File: src/rtl/pb_pkg.sv
package pb_pkg;

  localparam int SYNC_STAGES = 2;

  typedef enum logic [2:0] {
    ST_IDLE     = 3'd0,
    ST_DEBOUNCE = 3'd1,
    ST_PRESSED  = 3'd2,
    ST_LONG     = 3'd3,
    ST_PULSE    = 3'd4,
    ST_RELWAIT  = 3'd5
  } pbState_e;

  // strobes from control to datapath
  typedef struct packed {
    logic clrTmr;
    logic inRelWait;
    logic fuseRst;
  } pbCtl_t;

  // status from datapath to control
  typedef struct packed {
    logic pressed;
    logic inhDone;
    logic debDone;
    logic longDone;
    logic pulseDone;
    logic fuse;
  } pbSts_t;

  function automatic longint unsigned lmax(longint unsigned a, longint unsigned b);
    return (a > b) ? a : b;
  endfunction

endpackage

File: src/rtl/pb_datapath.sv
module pb_datapath
  import pb_pkg::*;
#(
  parameter int TW = 8,
  parameter longint unsigned GLITCH_CYC = 3,
  parameter longint unsigned DEB_CYC    = 20,
  parameter longint unsigned LONGA_CYC  = 60,
  parameter longint unsigned LONGB_CYC  = 100,
  parameter longint unsigned LONGC_CYC  = 140,
  parameter longint unsigned PULSE_CYC  = 30,
  parameter longint unsigned INH_CYC    = 50,
  parameter longint unsigned FUSE_CYC   = 200
) (
  input  logic       clk,
  input  logic       rstN,
  input  logic       btnN,
  input  logic [1:0] longSel,
  input  pbCtl_t     ctl,
  output pbSts_t     sts
);

  localparam int GW = (GLITCH_CYC > 1) ? $clog2(GLITCH_CYC) : 1;
  localparam int FW = (FUSE_CYC > 1) ? $clog2(FUSE_CYC) : 1;

  logic [SYNC_STAGES-1:0] syncQ;
  logic                   rawPressed;
  logic                   filtPressed;
  logic [GW-1:0]          glitchCnt;
  logic [TW-1:0]          tmr;
  logic [FW-1:0]          fuseCnt;
  logic                   fuseQ;
  logic                   longHit;

  // input synchronizer, resets to "released"
  always_ff @(posedge clk or negedge rstN) begin
    if (!rstN) syncQ <= '1;
    else       syncQ <= {syncQ[SYNC_STAGES-2:0], btnN};
  end

  assign rawPressed = ~syncQ[SYNC_STAGES-1];

  // glitch filter: level must differ for GLITCH_CYC straight cycles
  always_ff @(posedge clk or negedge rstN) begin
    if (!rstN) begin
      filtPressed <= 1'b0;
      glitchCnt   <= '0;
    end else if (rawPressed != filtPressed) begin
      if (glitchCnt == GW'(GLITCH_CYC - 1)) begin
        filtPressed <= rawPressed;
        glitchCnt   <= '0;
      end else begin
        glitchCnt <= glitchCnt + 1'b1;
      end
    end else begin
      glitchCnt <= '0;
    end
  end

  // shared saturating phase timer
  always_ff @(posedge clk or negedge rstN) begin
    if (!rstN)               tmr <= '0;
    else if (ctl.clrTmr)     tmr <= '0;
    else if (tmr != '1)      tmr <= tmr + 1'b1;
  end

  // release-wait watchdog and fuse
  always_ff @(posedge clk or negedge rstN) begin
    if (!rstN) begin
      fuseCnt <= '0;
      fuseQ   <= 1'b0;
    end else begin
      if (!ctl.inRelWait)                        fuseCnt <= '0;
      else if (fuseCnt != FW'(FUSE_CYC - 1))     fuseCnt <= fuseCnt + 1'b1;
      if (ctl.fuseRst)                           fuseQ <= 1'b0;
      else if (ctl.inRelWait && fuseCnt == FW'(FUSE_CYC - 1)) fuseQ <= 1'b1;
    end
  end

  always_comb begin
    unique case (longSel)
      2'd0:    longHit = (tmr == TW'(LONGA_CYC - 1));
      2'd2:    longHit = (tmr == TW'(LONGC_CYC - 1));
      default: longHit = (tmr == TW'(LONGB_CYC - 1));
    endcase
  end

  assign sts.pressed   = filtPressed;
  assign sts.inhDone   = (tmr >= TW'(INH_CYC - 1));
  assign sts.debDone   = (tmr == TW'(DEB_CYC - 1));
  assign sts.longDone  = longHit;
  assign sts.pulseDone = (tmr == TW'(PULSE_CYC - 1));
  assign sts.fuse      = fuseQ;

endmodule

File: src/rtl/pb_control.sv
module pb_control
  import pb_pkg::*;
(
  input  logic   clk,
  input  logic   rstN,
  input  logic   powerGood,
  input  logic   fuseClr,
  input  pbSts_t sts,
  output pbCtl_t ctl,
  output logic   softStrobe,
  output logic   hardRstN,
  output logic   fuseFlag
);

  pbState_e st, stNext;
  logic     clrTmr;

  always_ff @(posedge clk or negedge rstN) begin
    if (!rstN) st <= ST_IDLE;
    else       st <= stNext;
  end

  always_comb begin
    stNext = st;
    clrTmr = 1'b0;
    if (!powerGood) begin
      stNext = ST_IDLE;
      clrTmr = 1'b1;
    end else begin
      unique case (st)
        ST_IDLE: if (sts.inhDone && sts.pressed) begin
          stNext = ST_DEBOUNCE;
          clrTmr = 1'b1;
        end
        ST_DEBOUNCE: if (!sts.pressed) begin
          stNext = ST_IDLE;
          clrTmr = 1'b1;
        end else if (sts.debDone) begin
          stNext = ST_PRESSED;
          clrTmr = 1'b1;
        end
        ST_PRESSED: if (!sts.pressed) begin
          stNext = ST_IDLE;
          clrTmr = 1'b1;
        end else if (sts.longDone) begin
          stNext = ST_LONG;
          clrTmr = 1'b1;
        end
        ST_LONG: begin
          stNext = sts.fuse ? ST_RELWAIT : ST_PULSE;
          clrTmr = 1'b1;
        end
        ST_PULSE: if (sts.pulseDone) begin
          stNext = ST_RELWAIT;
          clrTmr = 1'b1;
        end
        ST_RELWAIT: if (sts.pressed) begin
          clrTmr = 1'b1;
        end else if (sts.debDone) begin
          stNext = ST_IDLE;
          clrTmr = 1'b1;
        end
        default: begin
          stNext = ST_IDLE;
          clrTmr = 1'b1;
        end
      endcase
    end
  end

  assign ctl.clrTmr    = clrTmr;
  assign ctl.inRelWait = (st == ST_RELWAIT);
  assign ctl.fuseRst   = ~powerGood | fuseClr;

  assign softStrobe = powerGood && (st == ST_PRESSED) && !sts.pressed;
  assign hardRstN   = !(powerGood && (st == ST_PULSE));
  assign fuseFlag   = powerGood && sts.fuse;

endmodule

File: src/rtl/pb_reset_ctrl.sv
module pb_reset_ctrl
  import pb_pkg::*;
#(
  parameter longint unsigned CLK_MHZ   = 250,
  parameter longint unsigned GLITCH_US = 5,
  parameter longint unsigned DEB_US    = 25_000,
  parameter longint unsigned LONG_A_US = 2_000_000,
  parameter longint unsigned LONG_B_US = 5_000_000,
  parameter longint unsigned LONG_C_US = 8_000_000,
  parameter longint unsigned PULSE_US  = 100_000,
  parameter longint unsigned INH_US    = 200_000,
  parameter longint unsigned FUSE_US   = 10_000_000
) (
  input  logic       clk,
  input  logic       rstN,
  input  logic       powerGood,
  input  logic       btnN,
  input  logic [1:0] longSel,
  input  logic       fuseClr,
  output logic       softStrobe,
  output logic       hardRstN,
  output logic       fuseFlag
);

  localparam longint unsigned GLITCH_CYC = CLK_MHZ * GLITCH_US;
  localparam longint unsigned DEB_CYC    = CLK_MHZ * DEB_US;
  localparam longint unsigned LONGA_CYC  = CLK_MHZ * LONG_A_US;
  localparam longint unsigned LONGB_CYC  = CLK_MHZ * LONG_B_US;
  localparam longint unsigned LONGC_CYC  = CLK_MHZ * LONG_C_US;
  localparam longint unsigned PULSE_CYC  = CLK_MHZ * PULSE_US;
  localparam longint unsigned INH_CYC    = CLK_MHZ * INH_US;
  localparam longint unsigned FUSE_CYC   = CLK_MHZ * FUSE_US;
  localparam longint unsigned MAX_CYC    =
    lmax(lmax(lmax(DEB_CYC, LONGA_CYC), lmax(LONGB_CYC, LONGC_CYC)), lmax(PULSE_CYC, INH_CYC));
  localparam int TW = $clog2(MAX_CYC + 1);

  pbCtl_t ctl;
  pbSts_t sts;

  pb_datapath #(
    .TW(TW), .GLITCH_CYC(GLITCH_CYC), .DEB_CYC(DEB_CYC),
    .LONGA_CYC(LONGA_CYC), .LONGB_CYC(LONGB_CYC), .LONGC_CYC(LONGC_CYC),
    .PULSE_CYC(PULSE_CYC), .INH_CYC(INH_CYC), .FUSE_CYC(FUSE_CYC)
  ) u_dp (
    .clk(clk), .rstN(rstN), .btnN(btnN), .longSel(longSel), .ctl(ctl), .sts(sts)
  );

  pb_control u_ctl (
    .clk(clk), .rstN(rstN), .powerGood(powerGood), .fuseClr(fuseClr), .sts(sts),
    .ctl(ctl), .softStrobe(softStrobe), .hardRstN(hardRstN), .fuseFlag(fuseFlag)
  );

endmodule

File: config.mk
export PLATFORM = sky130hd
export DESIGN_NAME = pb_reset_ctrl
export DESIGN_NICKNAME = d
export VERILOG_FILES = /design/src/rtl/pb_pkg.sv /design/src/rtl/pb_datapath.sv /design/src/rtl/pb_control.sv /design/src/rtl/pb_reset_ctrl.sv
export SDC_FILE = /design/constraint.sdc
export NUM_CORES = 1
export LEC_CHECK = 0
export ABC_AREA = 0
export BUFFER_PORTS_ARGS = -buffer_cell sky130_fd_sc_hd__buf_2
export CORE_MARGIN = 1.5
export CORE_UTILIZATION = 55
export CTS_BUF_LIST = sky130_fd_sc_hd__clkbuf_16
export DETAILED_ROUTE_END_ITERATION = 7
export PLACE_DENSITY = 0.69
export SLEW_MARGIN = 20
export SYNTH_ARGS = -nofsm -noshare
export SYNTH_HDL_FRONTEND = slang
export SYNTH_SLANG_ARGS = --single-unit
File: constraint.sdc
create_clock -name clk -period 6.7 [get_ports clk]
set_clock_uncertainty 0.1 [all_clocks]
set_input_delay 1.34 -clock clk [delete_from_list [all_inputs] [get_ports clk]]
set_output_delay 1.34 -clock clk [all_outputs]
set_load 0.01 [all_outputs]
# After elaboration in Yosys (flattened, before gate mapping)
# Cells that the tools add are included.
[word_totals] elab_cells=80 in_bits=7 output_inout_bits=3 reg_bits=81
[op_classes] add_sub_neg=3 n_bitwise=3 order_cmp=1 n_eq_ne=23 n_mux=29 reduce_logical=14
[ops] operator="$mux W32" n=2
[ops] operator="$eq A31 B31 Y1 const B" n=2
[ops] operator="$mux W31" n=2
[ops] operator="$add A32 B1 Y32 const B" n=1
[ops] operator="$eq A32 B32 Y1 const B" n=1
[ops] operator="$ne A32 B32 Y1 const B" n=1
[ops] operator="$add A31 B1 Y31 const B" n=1
[ops] operator="$eq A31 B23 Y1 const B" n=1
[ops] operator="$eq A31 B25 Y1 const B" n=1
[ops] operator="$eq A31 B29 Y1 const B" n=1
[ops] operator="$ge A31 B26 Y1 const B" n=1
[ops] operator="$ne A31 B31 Y1 const B" n=1
[ops] operator="$mux W3" n=9
[ops] operator="$mux W11" n=2
[ops] operator="$pmux W3 S6" n=1
[ops] operator="$add A11 B1 Y11 const B" n=1
[ops] operator="$eq A11 B11 Y1 const B" n=1
[ops] operator="$mux W1" n=11
[ops] operator="$ne A3 B3 Y1 const B" n=3
[ops] operator="$ne A4 B4 Y1 const B" n=2
[ops] operator="$eq A3 B2 Y1 const B" n=2
[ops] operator="$eq A3 B3 Y1 const B" n=2
[ops] operator="$logic_and A1 B1 Y1" n=6
[ops] operator="$reduce_and A6 Y1" n=1
[ops] operator="other kinds (14)" n=17

# Depth between registers and ports, before layout
[depth] word_depth=7 mapped_depth=8

# Hierarchy
# From an unflattened synthesis, not the netlist that was laid out.
[unflattened] hier_cells=534 area_unflattened_um2=4822.1
[modules_own_cells] module="pb_datapath" cells_each=493 n_inst=1 area_per_inst_um2=4491.8
[modules_own_cells] module="pb_control" cells_each=41 n_inst=1 area_per_inst_um2=330.3

# Least setup slack after synthesis
# OpenSTA, ideal clock, no wires.
[synth_timing] kind="input port to flip-flop" from="in longSel[1]" to="reg u_dp.tmr[10]" n_path_buf=1 setup_ns=0.132 path_stages=7 t_required_ns=6.468 t_arrival_ns=2.903 path_slack_ns=3.565 path_cell_list="nor2b_1 > or4b_2 > a21oi_1 > a41oi_1 > o211ai_1 > clkbuf_1 > nor2_1"
[synth_between] elab_chain_len=7 word_cells_on_any_way=9
[synth_lines] element="from (decl)" line_no="pb_reset_ctrl.sv:18" text="input logic [1:0] longSel,"
[synth_lines] element="$eq A2 B2 Y1 / $logic_not A2 Y1 (equally long branches)" line_no="pb_datapath.sv:80" text="unique case (longSel)"
[synth_lines] element="$pmux W1 S2 (*)" line_no="pb_datapath.sv:80"
[synth_lines] element="$mux W1 (*)" line_no="pb_control.sv:45" text="end else if (sts.longDone) begin"
[synth_lines] element="$mux W1 (*)" line_no="pb_control.sv:42" text="ST_PRESSED: if (!sts.pressed) begin"
[synth_lines] element="$pmux W1 S5 (*)" line_no="pb_control.sv:30" text="unique case (st)"
[synth_lines] element="$mux W1 (*)" line_no="pb_control.sv:26" text="if (!powerGood) begin"
[synth_lines] element="$mux W31 / $reduce_bool A2 Y1 (equally long branches)"
[synth_lines] element="to (signal assigned)" line_no="pb_datapath.sv:63" text="else if (tmr != '1) tmr <= tmr + 1'b1;"
[synth_lines] element="to (decl)" line_no="pb_datapath.sv:29" text="logic [TW-1:0] tmr;"
# Mark *: on every way between the ends. The rest lies on a longest branch, timed or not.
# A chain may end at the register's enable or synchronous reset.

# Final worst setup path
[layout_timing] from="in powerGood" to="out softStrobe"
[layout_between] elab_chain_len=2
[layout_lines] element="from (decl)" line_no="pb_reset_ctrl.sv:16" text="input logic powerGood,"
[layout_lines] element="$logic_and A1 B1 Y1 (2 in a row)" line_no="pb_control.sv:75" text="assign softStrobe = powerGood && (st == ST_PRESSED) && !sts.pressed;"
[layout_lines] element="to (decl)" line_no="pb_reset_ctrl.sv:20" text="output logic softStrobe,"
# No other way between the ends.

==> flow_summary.yaml <==
job:
  drv_cap: 0
placement:
  globalplace.congestion: 0.985
  io_buffers: 9
  hpwl_mm: 6.49
yosys:
  syn_inst: 515
  synth_edf_count: 0
  avgSynthCellArea_um2: 8.92
  ys_async_sr_fraction: 1.00
  synth_area_mm2: 0.00459
  ys.flop_type: "dfrtp_1"
  synth_warnings: 0
  yosysSeqAreaShare: 0.442
  syn-num-nets: 526
  synth_seq_cells: 81
  post_synth_num_cell_types: 54
sta:
  holdWs_ps: 256
  hold_violations: 0
  tightest_slew_ps: 1110
  fin_crit_sh: 0.517
  clock.fmax_ghz: 0.289
  finalSetupViolCount: 0
  slew-limit-headroom: 0.255
  setup_tns_ps: 0
  fin_crit_ps: 3460
  drv_slew: 0
  rsz0062_at_grt: "no"
clock_network:
  cts_setup_buffers: 0
  clock_latency_ps: 330
  numCtsBuffers: 9
  cts_hold_buffers: 0
  cts_tree: "built"
  root_buffer: "clkbuf_16"
  h-tree-depth: 3
  cts_resized: 0
  clkTransAtPathRegs_ps: 50
  cts_buffer_depth: 2
  cts.sinks: 81
power:
  max-vdd-ir-drop_mv: 0.157
  p_seq_frac: 0.499
  p_clk_frac: 0.475
  leakage_uw: 0.00192
  p_switching_uw: 212
  p_int_uw: 785
  combPwrFrac: 0.026
  cellPowerDensity_mw_per_mm2: 200
  switching_share: 0.212
setup_path:
  cp-end-kind: "output port"
  r2r_cells: 6
  startpoint_type: "primary input"
  reg2reg_to: "u_dp.tmr[15]$_DFFE_PN0P_"
  worstPathMaxFanout: 9
  critPathRequiredTime_ps: 5260
  ff2ff_setup_slack_ps: 3740
  crit_type: "in2out"
  reg2reg_from: "u_dp.tmr[16]$_DFFE_PN0P_"
  worstPathArrival_ps: 2020
worst_hold_path:
  hold_depth: 0
  hold_start: "u_dp.syncQ[0]$_DFF_PN1_"
  hp-class: "reg2reg"
  holdPathEnd: "u_dp.syncQ[1]$_DFF_PN1_"
layout:
  area_growth_pct: 8.26
  fill_cells: 674
  regArea_mm2: 0.00203
  multi_input_area_mm2: 0.00245
  fin_nets: 523
  drive_gt1_frac: 0.0717
  antenna_cells: 0
detailed_routing:
  drt_wl_total_mm: 9.65
  ant_nets: 0
  via_count: 3780
  dr.pass1.iters: 5
  viasPerCell: 6.09
  drt_iter0_drc: 298
  drc_errors: 0
  detail_route.wl_per_cell_um: 15.5
global_routing:
  grt_max_degree: 82
  grt_usage: 0.246
  antenna_found_initial: 0
  grt_pass1_wl_mm: 17.0
  grt_pass1_vias: 3492
  gr-total-overflow: 0
die:
  core_mm2: 0.00813
  num_io_pins: 10
  die_y_um: 94.4
  die_width_um: 94.4
  std_cell_rows: 33
  initial_core_util: 0.565
  die_area_mm2: 0.00891
outcome:
  status: "complete, no violations"
cells by family after synthesis:
logic type,synth area share
AND/OR/NAND/NOR,0.335
flip-flops,0.442
XOR/XNOR,0.122
AO/OA/AOI/OAI,0.0580
buffers and inverters,0.0251
adder cells (fa/ha/maj),0.0134
multiplexers,0.00436
worst max-delay path by stage:
stage	startpoint	to	slack, ps
floorplan	longSel[1]	u_dp.tmr[10]$_DFFE_PN0P_	3570
global placement	longSel[1]	u_dp.tmr[7]$_DFFE_PN0P_	2940
detailed placement	longSel[1]	u_dp.tmr[9]$_DFFE_PN0P_	3150
CTS	powerGood	softStrobe	3240
global route	powerGood	softStrobe	3210
finish	powerGood	softStrobe	3240
state kept, by name, summed over array words and instances, names as in the netlist:
signal / flops
u_dp.fuseCnt: 32
u_dp.tmr: 31
u_dp.glitchCnt: 11
u_ctl.st: 3
u_dp.syncQ: 2
u_dp.filtPressed: 1
u_dp.fuseQ: 1
per-stage QoR:
| stage | power, uW | std cells | util | cell area [um2] | setup WS, ps |
|---|---|---|---|---|---|
| final | 996 | 621 | 0.611 | 4970 | 3240 |
| after global routing | 1030 | 621 | 0.611 | 4970 | 3210 |
| after CTS | 1010 | 621 | 0.611 | 4970 | 3240 |
| after detailed placement | 532 | 606 | 0.576 | 4680 | 3150 |
| after global placement | 531 | 605 | 0.575 | 4670 | 2940 |
| after floorplan | 516 | 515 | - | 4590 | 3570 |
final cells by class:
cell class,instances,area share
flip-flops and latches,81,0.408
clock inverters,6,0.0121
inverters,3,0.00227
repair buffers,11,0.0133
clock buffers,9,0.0453
multi-input cells,406,0.492
well taps,105,0.0264
metal layers:
metal / track usage / routed length [um] / up-vias / part of all wire
li1: - / - / 1822 / -
met2: 0.356 / 4300 / 126 / 0.45
met4: 0.0995 / 210 / 0 / 0.022
met3: 0.0411 / 587 / 24 / 0.061
met1: 0.366 / 4560 / 1808 / 0.47
met5: 0 / 0 / - / 0
layout by cell type, fill, tap and decap left out, types with 2 or more instances in the layout:
| cell | count |
|---|---|
| a211oi_1 | 3 |
| a21oi_1 | 12 |
| a31oi_1 | 4 |
| a41oi_1 | 2 |
| and2_1 | 6 |
| and3_1 | 13 |
| and4_1 | 7 |
| buf_2 | 8 |
| buf_4 | 2 |
| clkbuf_16 | 9 |
| clkinv_2 | 2 |
| dfrtp_1 | 79 |
| dfstp_2 | 2 |
| ha_1 | 4 |
| inv_1 | 3 |
| mux2i_1 | 2 |
| nand2_1 | 40 |
| nand2b_1 | 5 |
| nand3_1 | 46 |
| nand4_1 | 26 |
| nand4b_1 | 3 |
| nor2_1 | 90 |
| nor2b_1 | 3 |
| nor3_1 | 18 |
| nor3b_1 | 4 |
| nor4_1 | 6 |
| nor4b_1 | 5 |
| nor4bb_1 | 5 |
| o21ai_0 | 7 |
| or3_1 | 6 |
| or4_1 | 4 |
| xnor2_1 | 24 |
| xor2_1 | 40 |
power groups by stage:
| stage | registers, uW | logic, uW | clock network [uW] |
|---|---|---|---|
| finish | 497 | 26.0 | 474 |
| floorplan | 505 | 11.1 | 0 |
| detailed placement | 506 | 26.6 | 0 |
| global route | 497 | 31.1 | 502 |
| CTS | 497 | 26.7 | 482 |
| global placement | 506 | 25.8 | 0 |
synthesized netlist by cell type, types with 7 or more instances:
cell	n	area share
nor2_1	90	0.074
dfrtp_1	79	0.43
nand3_1	46	0.050
nand2_1	40	0.033
xor2_1	40	0.076
nand4_1	26	0.035
xnor2_1	24	0.046
clkbuf_1	21	0.017
nor3_1	18	0.020
and3_1	13	0.018
a21oi_1	12	0.013
and4_1	7	0.013
o21ai_0	7	0.0076
worst max-delay path: stages:
cell and delay, ps:
buf_2 170, nand2_1 100, nor3_1 240, buf_2 180
(Power assumes the default switching activity.)
